[src/rtl/boot_wdt_pkg.sv]
package boot_wdt_pkg;

    localparam int unsigned REG_ADDR_W = 2;

    typedef enum logic [REG_ADDR_W-1:0] {
        REG_TIMEOUT = 2'd0,
        REG_CTRL    = 2'd1,
        REG_STATUS  = 2'd2
    } reg_addr_e;

    typedef struct packed {
        logic upper_half;
        logic boot_done;
    } ctrl_t;

    typedef struct packed {
        logic backup_cs;
        logic backup_msb;
    } steer_t;

    function automatic steer_t steer_of(input logic failed, input ctrl_t c);
        steer_t s;
        s.backup_cs  = failed & ~c.upper_half;
        s.backup_msb = failed &  c.upper_half;
        return s;
    endfunction

endpackage

[src/rtl/wdt_cfg_regs.sv]
module wdt_cfg_regs
    import boot_wdt_pkg::*;
#(
    parameter int unsigned TMO_W = 8
) (
    input  logic                  clk,
    input  logic                  rst,
    input  logic                  wr_en,
    input  logic [REG_ADDR_W-1:0] wr_addr,
    input  logic [TMO_W-1:0]      wr_data,
    input  logic                  expire,
    output logic [TMO_W-1:0]      tmo_q,
    output ctrl_t                 ctrl_q,
    output logic                  fail_q
);

    logic clr_req;
    assign clr_req = wr_en && (reg_addr_e'(wr_addr) == REG_STATUS) && wr_data[0];

    always_ff @(posedge clk) begin
        if (rst) begin
            tmo_q  <= '0;
            ctrl_q <= '0;
        end else if (wr_en) begin
            case (reg_addr_e'(wr_addr))
                REG_TIMEOUT: tmo_q <= wr_data;
                REG_CTRL: begin
                    ctrl_q.upper_half <= wr_data[0];
                    ctrl_q.boot_done  <= wr_data[1];
                end
                default: ;
            endcase
        end
    end

    // A timeout in the same cycle as a clear wins.
    always_ff @(posedge clk) begin
        if (rst)          fail_q <= 1'b0;
        else if (expire)  fail_q <= 1'b1;
        else if (clr_req) fail_q <= 1'b0;
    end

endmodule

[src/rtl/wdt_sec_counter.sv]
module wdt_sec_counter #(
    parameter int unsigned TMO_W = 8
) (
    input  logic             clk,
    input  logic             rst,
    input  logic             en,
    input  logic             sec_tick,
    input  logic             hold,
    input  logic             blocked,
    input  logic [TMO_W-1:0] tmo,
    output logic [TMO_W-1:0] cnt_q,
    output logic             expire
);

    localparam int unsigned CW = TMO_W + 1;

    logic          zero_cnt;
    logic [CW-1:0] next_cnt;

    assign zero_cnt = !en || (tmo == '0) || blocked;
    assign next_cnt = {1'b0, cnt_q} + CW'(1);
    assign expire   = !zero_cnt && !hold && sec_tick && (next_cnt >= {1'b0, tmo});

    always_ff @(posedge clk) begin
        if (rst || zero_cnt)        cnt_q <= '0;
        else if (sec_tick && !hold) cnt_q <= expire ? '0 : next_cnt[TMO_W-1:0];
    end

endmodule

[src/rtl/wdt_rst_pulse.sv]
module wdt_rst_pulse #(
    parameter int unsigned RST_CYCLES = 16
) (
    input  logic clk,
    input  logic rst,
    input  logic fire,
    output logic active
);

    localparam int unsigned PW = $clog2(RST_CYCLES + 1);

    logic [PW-1:0] left_q;

    always_ff @(posedge clk) begin
        if (rst)                 left_q <= '0;
        else if (fire)           left_q <= PW'(RST_CYCLES);
        else if (left_q != '0)   left_q <= left_q - PW'(1);
    end

    assign active = (left_q != '0);

endmodule

[src/rtl/boot_failover_wdt.sv]
module boot_failover_wdt
    import boot_wdt_pkg::*;
#(
    parameter int unsigned TMO_W      = 8,
    parameter int unsigned RST_CYCLES = 16
) (
    input  logic                  clk,
    input  logic                  rst,
    input  logic                  en,
    input  logic                  sec_tick,
    input  logic                  wr_en,
    input  logic [REG_ADDR_W-1:0] wr_addr,
    input  logic [TMO_W-1:0]      wr_data,
    output logic                  sys_rst_o,
    output logic                  fail_o,
    output logic                  cs_sel_o,
    output logic                  addr_msb_o
);

    logic [TMO_W-1:0] tmo_q;
    logic [TMO_W-1:0] sec_cnt;
    ctrl_t            ctrl_q;
    logic             done_q;
    logic             fail_q;
    logic             expire;
    logic             pulse_on;
    steer_t           steer;

    wdt_cfg_regs #(.TMO_W(TMO_W)) u_regs (
        .clk     (clk),
        .rst     (rst),
        .wr_en   (wr_en),
        .wr_addr (wr_addr),
        .wr_data (wr_data),
        .expire  (expire),
        .tmo_q   (tmo_q),
        .ctrl_q  (ctrl_q),
        .fail_q  (fail_q)
    );

    assign done_q = ctrl_q.boot_done;

    wdt_sec_counter #(.TMO_W(TMO_W)) u_cnt (
        .clk      (clk),
        .rst      (rst),
        .en       (en),
        .sec_tick (sec_tick),
        .hold     (done_q),
        .blocked  (fail_q || pulse_on),
        .tmo      (tmo_q),
        .cnt_q    (sec_cnt),
        .expire   (expire)
    );

    wdt_rst_pulse #(.RST_CYCLES(RST_CYCLES)) u_pulse (
        .clk    (clk),
        .rst    (rst),
        .fire   (expire),
        .active (pulse_on)
    );

    assign steer      = steer_of(fail_q, ctrl_q);
    assign sys_rst_o  = pulse_on;
    assign fail_o     = fail_q;
    assign cs_sel_o   = steer.backup_cs;
    assign addr_msb_o = steer.backup_msb;

endmodule

[config.mk]
export PLATFORM = sky130hd
export DESIGN_NAME = boot_failover_wdt
export DESIGN_NICKNAME = d
export VERILOG_FILES = /design/src/rtl/boot_wdt_pkg.sv /design/src/rtl/wdt_cfg_regs.sv /design/src/rtl/wdt_sec_counter.sv /design/src/rtl/wdt_rst_pulse.sv /design/src/rtl/boot_failover_wdt.sv
export SDC_FILE = /design/constraint.sdc
export NUM_CORES = 1
export LEC_CHECK = 0
export ABC_AREA = 0
export BUFFER_PORTS_ARGS = -buffer_cell sky130_fd_sc_hd__buf_2
export CAP_MARGIN = 20
export CORE_ASPECT_RATIO = 0.5
export CORE_MARGIN = 3
export CORE_UTILIZATION = 25
export CTS_BUF_LIST = sky130_fd_sc_hd__clkbuf_8
export DETAILED_ROUTE_END_ITERATION = 8
export GPL_ROUTABILITY_DRIVEN = 1
export SETUP_SLACK_MARGIN = 0.05
export SLEW_MARGIN = 5
export SYNTH_ARGS = -nofsm -noshare
export SYNTH_HDL_FRONTEND = slang
export SYNTH_SLANG_ARGS = --single-unit
[constraint.sdc]
create_clock -name clk -period 2.4 [get_ports clk]
set_clock_uncertainty 0.05 [all_clocks]
set_input_delay 0.36 -clock clk [delete_from_list [all_inputs] [get_ports clk]]
set_output_delay 0.36 -clock clk [all_outputs]
set_load 0.02 [all_outputs]
==> impl_metrics.yaml, run 1 <==
status:
  status: "complete, no violations"
global_routing:
  antenna_found_initial: 0
  grt_pass1_wl_um: 5130
  grt-ovfl-total: 0
  grt_pass1_vias: 1138
  grt_max_degree: 19
  grt_util_all_layers: 0.0945
layout:
  insertedDiodeCount: 0
  fin_nets: 218
  area_growth_pct: 25.7
  design_area_um2: 1790
  final_layout_size_suffix_gt1_frac: 0.293
  nFillCells: 534
  multi_input_comb_area_um2: 945
  final_cells: 261
  ff_latch_area_um2: 494
cts:
  cts_tree: "built"
  postCtsSetupRepairBufs: 0
  clkSinkCount: 24
  cts_hold_buf: 0
  clockRootBuffer: "clkbuf_8"
  clockBufferDepth: 2
  cts-htree-levels: 1
  clkTransAtPathRegs_ps: 90
  numCtsBuffers: 3
  clk-insertion-delay-late_ps: 270
timing:
  fin_hold_ws_ps: 274
  setup_viol: 0
  slew_headroom: 0.665
  period_share: 0.981
  max_freq_mhz: 425
  timing.final.ws_setup_ps: 45.3
  rsz0062_at_grt: "true"
  hold_viol_final: 0
  tightestPinTransition_ps: 503
  period_needed_ps: 2350
  maxSlewViolCount: 0
floorplanning:
  pin_count: 19
  start_util: 0.273
  fp.dieH_um: 59.3
  die_area_um2: 6690
  die_w_um: 113
  core_area_um2: 5200
  placementRows: 18
placement:
  gp_congestion: 0.864
  placed_cells: 257
  postPlaceCellArea_um2: 1680
  port_buffers: 18
  pre_cts_slack_ps: -0.576
  hpwlAfterDp_um: 2380
worst_hold_path:
  min_path_cells: 3
  hold_path.class: "in2reg"
pwr:
  p_clk_frac: 0.232
  switching_share: 0.338
  leakagePower_nw: 0.707
  seqPwrFrac: 0.411
  peakVddDrop_v: 0.000253
  internal_power_mw: 0.796
  switchingPower_mw: 0.405
  p_per_area_nw_per_um2: 672
  comb_power_share: 0.357
route:
  dr.first_iter.drc_count: 55
  via_per_inst: 4.68
  vias: 1221
  firstDrtPassIters: 4
  post_drt_wl_per_cell_um: 11.6
  ant_nets: 0
  drt-total-wl_um: 3030
  drc: 0
critical_path:
  required_ps: 2550
  path_cells: "nand2_1, nor3_2, xor2_1, ha_1, nand3_1, a2bb2oi_2, o21ai_2, or4_4, a21oi_2"
  crit_path_max_incr_delay_ps: 490
  startpoint_type: "flop"
  arrival_ps: 2510
  path_max_fanout: 6
  reg2regPathDepth: 9
  cp_slowest_cell: "or4_4"
  end_kind: "flop"
  path_class: "reg2reg"
synthesis:
  synthArstFlopShare: 0
  syn_nets: 189
  synth_top_area_cell: "dfxtp_1"
  synthTopCellsByArea: "dfxtp_1 (34%), ha_1 (9.7%), mux2i_1 (7.0%)"
  syn_area_per_cell_um2: 8.73
  yosys_warnings: 0
  synth.most_common_cell: "dfxtp_1"
  yosysTopAreaCellShare: 0.338
  synth_common_cells: "dfxtp_1 (24), nand2_1 (14), nor2_1 (14)"
  synth_edf_count: 0
  syn-cell-area_um2: 1420
  ys.flop_type: "dfxtp_1"
  synth_cell_type_count: 39
  ys_ff_latch: 24
  ys_seq_area_frac: 0.338
  netlist_instances: 163
flow_run:
  drv_cap: 0
-- logic make-up after synthesis --
family,count (synthesis),synth area share
and+or+nand+nor,66,0.260
AOI/OAI and AO/OA,27,0.128
DFF,24,0.338
buffers and inverters,15,0.0449
adders and majority gates,11,0.0967
xor gates and xnor gates,10,0.0616
muxes,10,0.0704
-- cell type report --
class,count,share of cell area
Clock buffer,4,0.0308
Sequential cell,24,0.276
Tap cell,70,0.0490
Inverter,11,0.0231
Timing Repair Buffer,28,0.0924
Multi-Input combinational cell,124,0.528
-- per-stage QoR --
stage	TNS, ps	power, mW	utilization
2_1_floorplan	0	0.813	-
3_3_place_gp	0	0.917	0.323
3_5_place_dp	-0.576	0.925	0.323
4_1_cts	0	1.21	0.335
5_1_grt	-15.0	1.29	0.344
6_report	0	1.20	0.344
-- path summary, 6_finish.rpt --
| kind | startpoint | to | slack, ps |
|---|---|---|---|
| worst min-delay path | wr_data[2] | u_regs.tmo_q[2]$_SDFFE_PP0P_ | 270 |
| worst min register to register | u_cnt.cnt_q[1]$_SDFFE_PP0P_ | u_cnt.cnt_q[1]$_SDFFE_PP0P_ | 460 |
| worst max register to register | u_cnt.cnt_q[3]$_SDFFE_PP0P_ | u_cnt.cnt_q[0]$_SDFFE_PP0P_ | 50 |
| worst max-delay path | u_cnt.cnt_q[3]$_SDFFE_PP0P_ | u_cnt.cnt_q[0]$_SDFFE_PP0P_ | 50 |
-- repair_timing --
item / 4_1_cts / 5_1_grt
setup endpoints to repair: 4 / 12
gates resized for setup: 6 / 11
pin swaps: 1 / 2
-- per-layer routing --
metal  global-route usage  routed length [um]  vias up
met2                0.171                1520        9
met4               0.0205                  14        0
li1                     -                   -      627
met5                    0                   0        -
met1                0.117                1430      583
met3               0.0214                  54        2
-- power by group through the flow --
stage          Clock, mW  Combinational (mW)  Sequential [mW]
6_report           0.279               0.429            0.494
5_1_grt            0.309               0.480            0.500
4_1_cts            0.286               0.423            0.497
3_5_place_dp           0               0.418            0.507
3_3_place_gp           0               0.413            0.504
2_1_floorplan          0               0.315            0.498
-- placed cells by master (no fill, tap or decap), drive strengths merged --
cell and n:
a31oi 4, a211oi 1, nor2 16, o211a 1, mux2i 10, nand4 3, xor2 4, a31o 1
nor3 9, nor4 3, o21a 1, a21o 2, xnor2 6, nand3 5, and2 1, nor2b 3
nand3b 3, buf 28, nor4b 1, a2bb2oi 1, a21oi 10, or4 1, o211ai 3, nor3b 1
clkbuf 4, and4 1, nand2 15, ha 11, inv 11, o32ai 1, dfxtp 24, nand2b 4
o21ai 2
-- flip-flops by register name (all words and copies together) (netlist names) --
name	cells
u_cnt.cnt_q	8
u_pulse.left_q	5
u_regs.ctrl_q	2
u_regs.fail_q	1
u_regs.tmo_q	8
-- critical path, delay by kind of cell, from the launching register on --
kind | cells | cell delay [ps]
adders and majority gates | 1 | 310
and+or+nand+nor | 4 | 880
xor gates and xnor gates | 1 | 250
AOI/OAI and AO/OA | 3 | 390
DFF | 1 | 390
No activity file was read; power rests on OpenSTA's default activity.
==> inputs of run 2 (changes only) <==
--- a/config.mk
+++ b/config.mk
@@ -6,13 +6,13 @@
 export NUM_CORES = 1
 export LEC_CHECK = 0
 export ABC_AREA = 0
-export BUFFER_PORTS_ARGS = -buffer_cell sky130_fd_sc_hd__buf_2
 export CAP_MARGIN = 20
 export CORE_ASPECT_RATIO = 0.5
 export CORE_MARGIN = 3
 export CORE_UTILIZATION = 25
 export CTS_BUF_LIST = sky130_fd_sc_hd__clkbuf_8
 export DETAILED_ROUTE_END_ITERATION = 8
+export DONT_BUFFER_PORTS = 1
 export GPL_ROUTABILITY_DRIVEN = 1
 export SETUP_SLACK_MARGIN = 0.05
 export SLEW_MARGIN = 5
==> impl_metrics.yaml, run 2 (synthesized netlist as in run 1, its figures left out) <==
timing:
  timing.final.ws_setup_ps: 82.1
  period_needed_ps: 2320
  max_freq_mhz: 431
  tightestPinTransition_ps: 513
  period_share: 0.966
  hold_viol_final: 0
  rsz0062_at_grt: "true"
  slew_headroom: 0.658
  setup_viol: 0
  maxSlewViolCount: 0
layout:
  reg.largest.list: "u_cnt.cnt_q (8), u_regs.tmo_q (8), u_pulse.left_q (5)"
  mostFrequentLayoutCells: "dfxtp_1 (19), nand2_1 (14), nor2_1 (13), inv_1 (11)"
  final_layout_size_suffix_gt1_frac: 0.227
  nFillCells: 528
  insertedDiodeCount: 0
  area_growth_pct: 18.6
  mostFrequentLayoutCell: "dfxtp_1"
  fin_nets: 200
cts:
  clockBufferDepth: 2
  cts_hold_buf: 0
  cts-htree-levels: 1
  clkSinkCount: 24
  clk-insertion-delay-late_ps: 270
  numCtsBuffers: 3
  clkTransAtPathRegs_ps: 80
  clockRootBuffer: "clkbuf_8"
  cts_tree: "built"
route:
  dr.first_iter.drc_count: 43
  ant_nets: 0
  firstDrtPassIters: 4
  post_drt_wl_per_cell_um: 12.2
  drc: 0
  via_per_inst: 4.65
  drt-total-wl_um: 2960
  vias: 1126
pwr:
  leakagePower_nw: 0.626
  p_per_area_nw_per_um2: 668
  peakVddDrop_v: 0.000228
  p_total_mw: 1.13
critical_path:
  required_ps: 2550
  startpoint_type: "flop"
  arrival_ps: 2470
  path_class: "reg2reg"
  path_max_fanout: 3
  end_kind: "flop"
floorplanning:
  placementRows: 18
  die_w_um: 113
  pin_count: 19
  core_area_um2: 5200
  start_util: 0.273
  die_area_um2: 6690
  fp.dieH_um: 59.3
global_routing:
  grt_max_degree: 19
  grt_pass1_wl_um: 5140
  grt_pass1_vias: 1160
  grt-ovfl-total: 0
  grt_util_all_layers: 0.0934
  antenna_found_initial: 0
worst_hold_path:
  hold_path.class: "in2reg"
placement:
  pre_cts_slack_ps: -35.5
  hpwlAfterDp_um: 2230
  port_buffers: 0
  gp_congestion: 0.821
status:
  status: "complete, no violations"
flow_run:
  drv_cap: 0
## run 2: changes by cell type in the layout (fill, tap and decap cells not counted), sizes merged
cell    change
buf        -18
clkbuf      -1
## run 2: what timing repair did
item	in CTS	in global routing
buffers inserted	0	3
pin swaps	2	4
setup endpoints to repair	4	11
resized for setup	9	9
## run 2: final timing paths
kind	start	endpoint	slack (ps)	cells after the start
setup reg to reg	u_cnt.cnt_q[2]$_SDFFE_PP0P_	u_cnt.cnt_q[0]$_SDFFE_PP0P_	80	9
hold reg to reg	u_cnt.cnt_q[1]$_SDFFE_PP0P_	u_cnt.cnt_q[1]$_SDFFE_PP0P_	450	2
setup / recovery	u_cnt.cnt_q[2]$_SDFFE_PP0P_	u_cnt.cnt_q[0]$_SDFFE_PP0P_	80	9
hold / removal	rst	u_regs.fail_q$_SDFFE_PP0P_	100	1
## run 2: cell type report
| class | instances | area, um2 | share of cell area |
|---|---|---|---|
| timing repair buffer | 10 | 75.1 | 0.0445 |
| clock buffer | 3 | 41.3 | 0.0245 |
| sequential | 24 | 494 | 0.293 |
| tap | 70 | 87.6 | 0.0519 |
| inverter | 11 | 41.3 | 0.0245 |
| multi-input combinational | 124 | 948 | 0.562 |
## run 2: metrics by stage
step,hold WS (ps),instance area (um2),setup TNS [ps],cells,utilization
2_1_floorplan,428,1450,0,163,-
3_3_place_gp,381,1570,-23.0,236,0.301
3_5_place_dp,383,1570,-35.5,236,0.301
4_1_cts,93.7,1630,0,239,0.313
5_1_grt,84.2,1690,-8.75,242,0.324
6_report,103,1690,0,242,0.324
## run 2: worst max-delay path, cell delays in order, from the launching register on
cell       delay [ps]
dfxtp_2           380
nand3_2           140
nor3_2            200
xor2_1            210
ha_1              300
nand3_1           100
a2bb2oi_2         180
o21ai_2            90
or4_4             490
a21oi_2           120
## run 2: power breakdown
group | total, mW | internal (mW) | switching, mW
Clock | 0.238 | 0.112 | 0.126
Combinational | 0.396 | 0.188 | 0.207
Sequential | 0.494 | 0.443 | 0.0507
## run 2: metal layers
layer | GRT usage | vias to the layer above | share of wire
li1 | - | 589 | -
met1 | 0.114 | 518 | 0.47
met2 | 0.173 | 15 | 0.50
met3 | 0.0183 | 4 | 0.023
met4 | 0.0205 | 0 | 0.0098
met5 | 0 | - | 0
==> inputs of run 3 (changes only) <==
--- a/config.mk
+++ b/config.mk
@@ -8,7 +8,7 @@
 export ABC_AREA = 0
 export CAP_MARGIN = 20
 export CORE_ASPECT_RATIO = 0.5
-export CORE_MARGIN = 3
+export CORE_MARGIN = 2
 export CORE_UTILIZATION = 25
 export CTS_BUF_LIST = sky130_fd_sc_hd__clkbuf_8
 export DETAILED_ROUTE_END_ITERATION = 8
==> impl_metrics.yaml, run 3 (synthesized netlist as in run 1, its figures left out) <==
floorplanning:
  core_area_um2: 5490
  die_w_um: 111
  die_area_um2: 6350
  start_util: 0.259
  fp.dieH_um: 57.3
  placementRows: 19
  pin_count: 19
pwr:
  leakagePower_nw: 0.656
  p_per_area_nw_per_um2: 717
  p_total_mw: 1.24
  peakVddDrop_v: 0.000254
critical_path:
  end_kind: "flop"
  ff2ff_setup_slack_ps: 50
  cp-startpoint: "u_cnt.cnt_q[1]$_SDFFE_PP0P_"
  reg2regPathDepth: 10
  path_max_fanout: 4
  required_ps: 2550
  critPathCapture: "u_cnt.cnt_q[0]$_SDFFE_PP0P_"
  regToRegEndpoint: "u_cnt.cnt_q[0]$_SDFFE_PP0P_"
  path_class: "reg2reg"
  arrival_ps: 2500
  r2r-start: "u_cnt.cnt_q[1]$_SDFFE_PP0P_"
  startpoint_type: "flop"
route:
  drc: 0
  drt-total-wl_um: 3160
  vias: 1167
  via_per_inst: 4.71
  dr.first_iter.drc_count: 36
  post_drt_wl_per_cell_um: 12.8
  ant_nets: 0
  firstDrtPassIters: 4
layout:
  mostFrequentLayoutCell: "dfxtp_1"
  final_layout_size_suffix_gt1_frac: 0.229
  mostFrequentLayoutCells: "dfxtp_1 (17), nand2_1 (14), nor2_1 (14), buf_4 (12), inv_1 (11)"
  insertedDiodeCount: 0
  design_area_um2: 1730
  reg.largest.list: "u_cnt.cnt_q (8), u_regs.tmo_q (8), u_pulse.left_q (5)"
  area_growth_pct: 21.8
  fin_nets: 202
worst_hold_path:
  hold_path.class: "in2reg"
timing:
  setup_tns_ps: 0
  slew_headroom: 0.638
  maxSlewViolCount: 0
  max_freq_mhz: 425
  setup_viol: 0
  fin_hold_ws_ps: 100
  period_needed_ps: 2350
  rsz0062_at_grt: "true"
  tightestPinTransition_ps: 542
  hold_viol_final: 0
  timing.final.ws_setup_ps: 48.6
  period_share: 0.980
cts:
  clockRootBuffer: "clkbuf_8"
  clkSinkCount: 24
  cts_tree: "built"
  clockBufferDepth: 2
  clkTransAtPathRegs_ps: 90
  clk-insertion-delay-late_ps: 270
  numCtsBuffers: 3
  cts-htree-levels: 1
status:
  status: "complete, no violations"
global_routing:
  grt_pass1_vias: 1140
  grt_util_all_layers: 0.104
  antenna_found_initial: 0
  grt_max_degree: 19
  grt_pass1_wl_um: 5340
  grt-ovfl-total: 0
placement:
  gp_congestion: 0.866
  postPlaceCellArea_um2: 1590
  hpwlAfterDp_um: 2430
  port_buffers: 0
  pre_cts_slack_ps: -36.5
flow_run:
  drv_cap: 0
## run 3: changes by cell type in the layout (fill, tap and decap cells not counted), sizes merged
cell / previous run / this run
bufinv: 0 / 1
buf: 10 / 12
## run 3: repair_timing
action / 4_1_cts / 5_1_grt
setup buffers: 1 / 1
gates resized for setup: 7 / 9
hold buffers: 0 / 0
pin swaps: 1 / 4
setup endpoints to repair: 7 / 12
## run 3: critical path: stages, from the launching register on
cell and delay (ps):
dfxtp_4 380, ha_4 160, nand3_4 100, nor2_4 110, xnor2_1 130, ha_1 280
a21o_1 190, a2bb2oi_2 150, o21ai_1 100, or4_1 500, a21oi_2 130
## run 3: worst min path at each step
stage	from	endpoint	slack (ps)	cells past startpoint
after floorplan	u_regs.ctrl_q[0]$_SDFFE_PP0P_	u_regs.ctrl_q[0]$_SDFFE_PP0P_	430	2
after global placement	rst	u_pulse.left_q[4]$_SDFFE_PP0P_	380	1
final	rst	u_regs.tmo_q[2]$_SDFFE_PP0P_	100	1
after CTS	rst	u_regs.ctrl_q[0]$_SDFFE_PP0P_	90	1
after global routing	rst	u_regs.tmo_q[5]$_SDFFE_PP0P_	80	1
after detailed placement	rst	u_pulse.left_q[4]$_SDFFE_PP0P_	380	1
## run 3: metrics by stage
step,utilization,cells
2_1_floorplan,-,163
3_3_place_gp,0.290,242
3_5_place_dp,0.290,242
4_1_cts,0.307,247
5_1_grt,0.316,248
6_report,0.316,248
## run 3: where the power goes
| group | switching [mW] | internal, mW |
|---|---|---|
| clock | 0.133 | 0.223 |
| combinational | 0.205 | 0.186 |
| sequential | 0.0528 | 0.444 |
| total | 0.390 | 0.853 |
## run 3: per-layer routing
layer / global-route usage / part of all wire / up-vias / wire length (um)
li1: - / - / 597 / -
met1: 0.128 / 0.48 / 547 / 1520
met2: 0.187 / 0.48 / 21 / 1500
met3: 0.0266 / 0.039 / 2 / 123
met4: 0.0214 / 0.0060 / 0 / 19
met5: 0 / 0 / - / 0
## run 3: layout make-up
class	instances	area, um2
fillers	551	3760
multi-input cells	124	945
flip-flops and latches	24	494
well taps	73	91.3
repair buffers	12	90.1
clock buffers	3	41.3
inverters	11	41.3
clock inverters	1	30.0
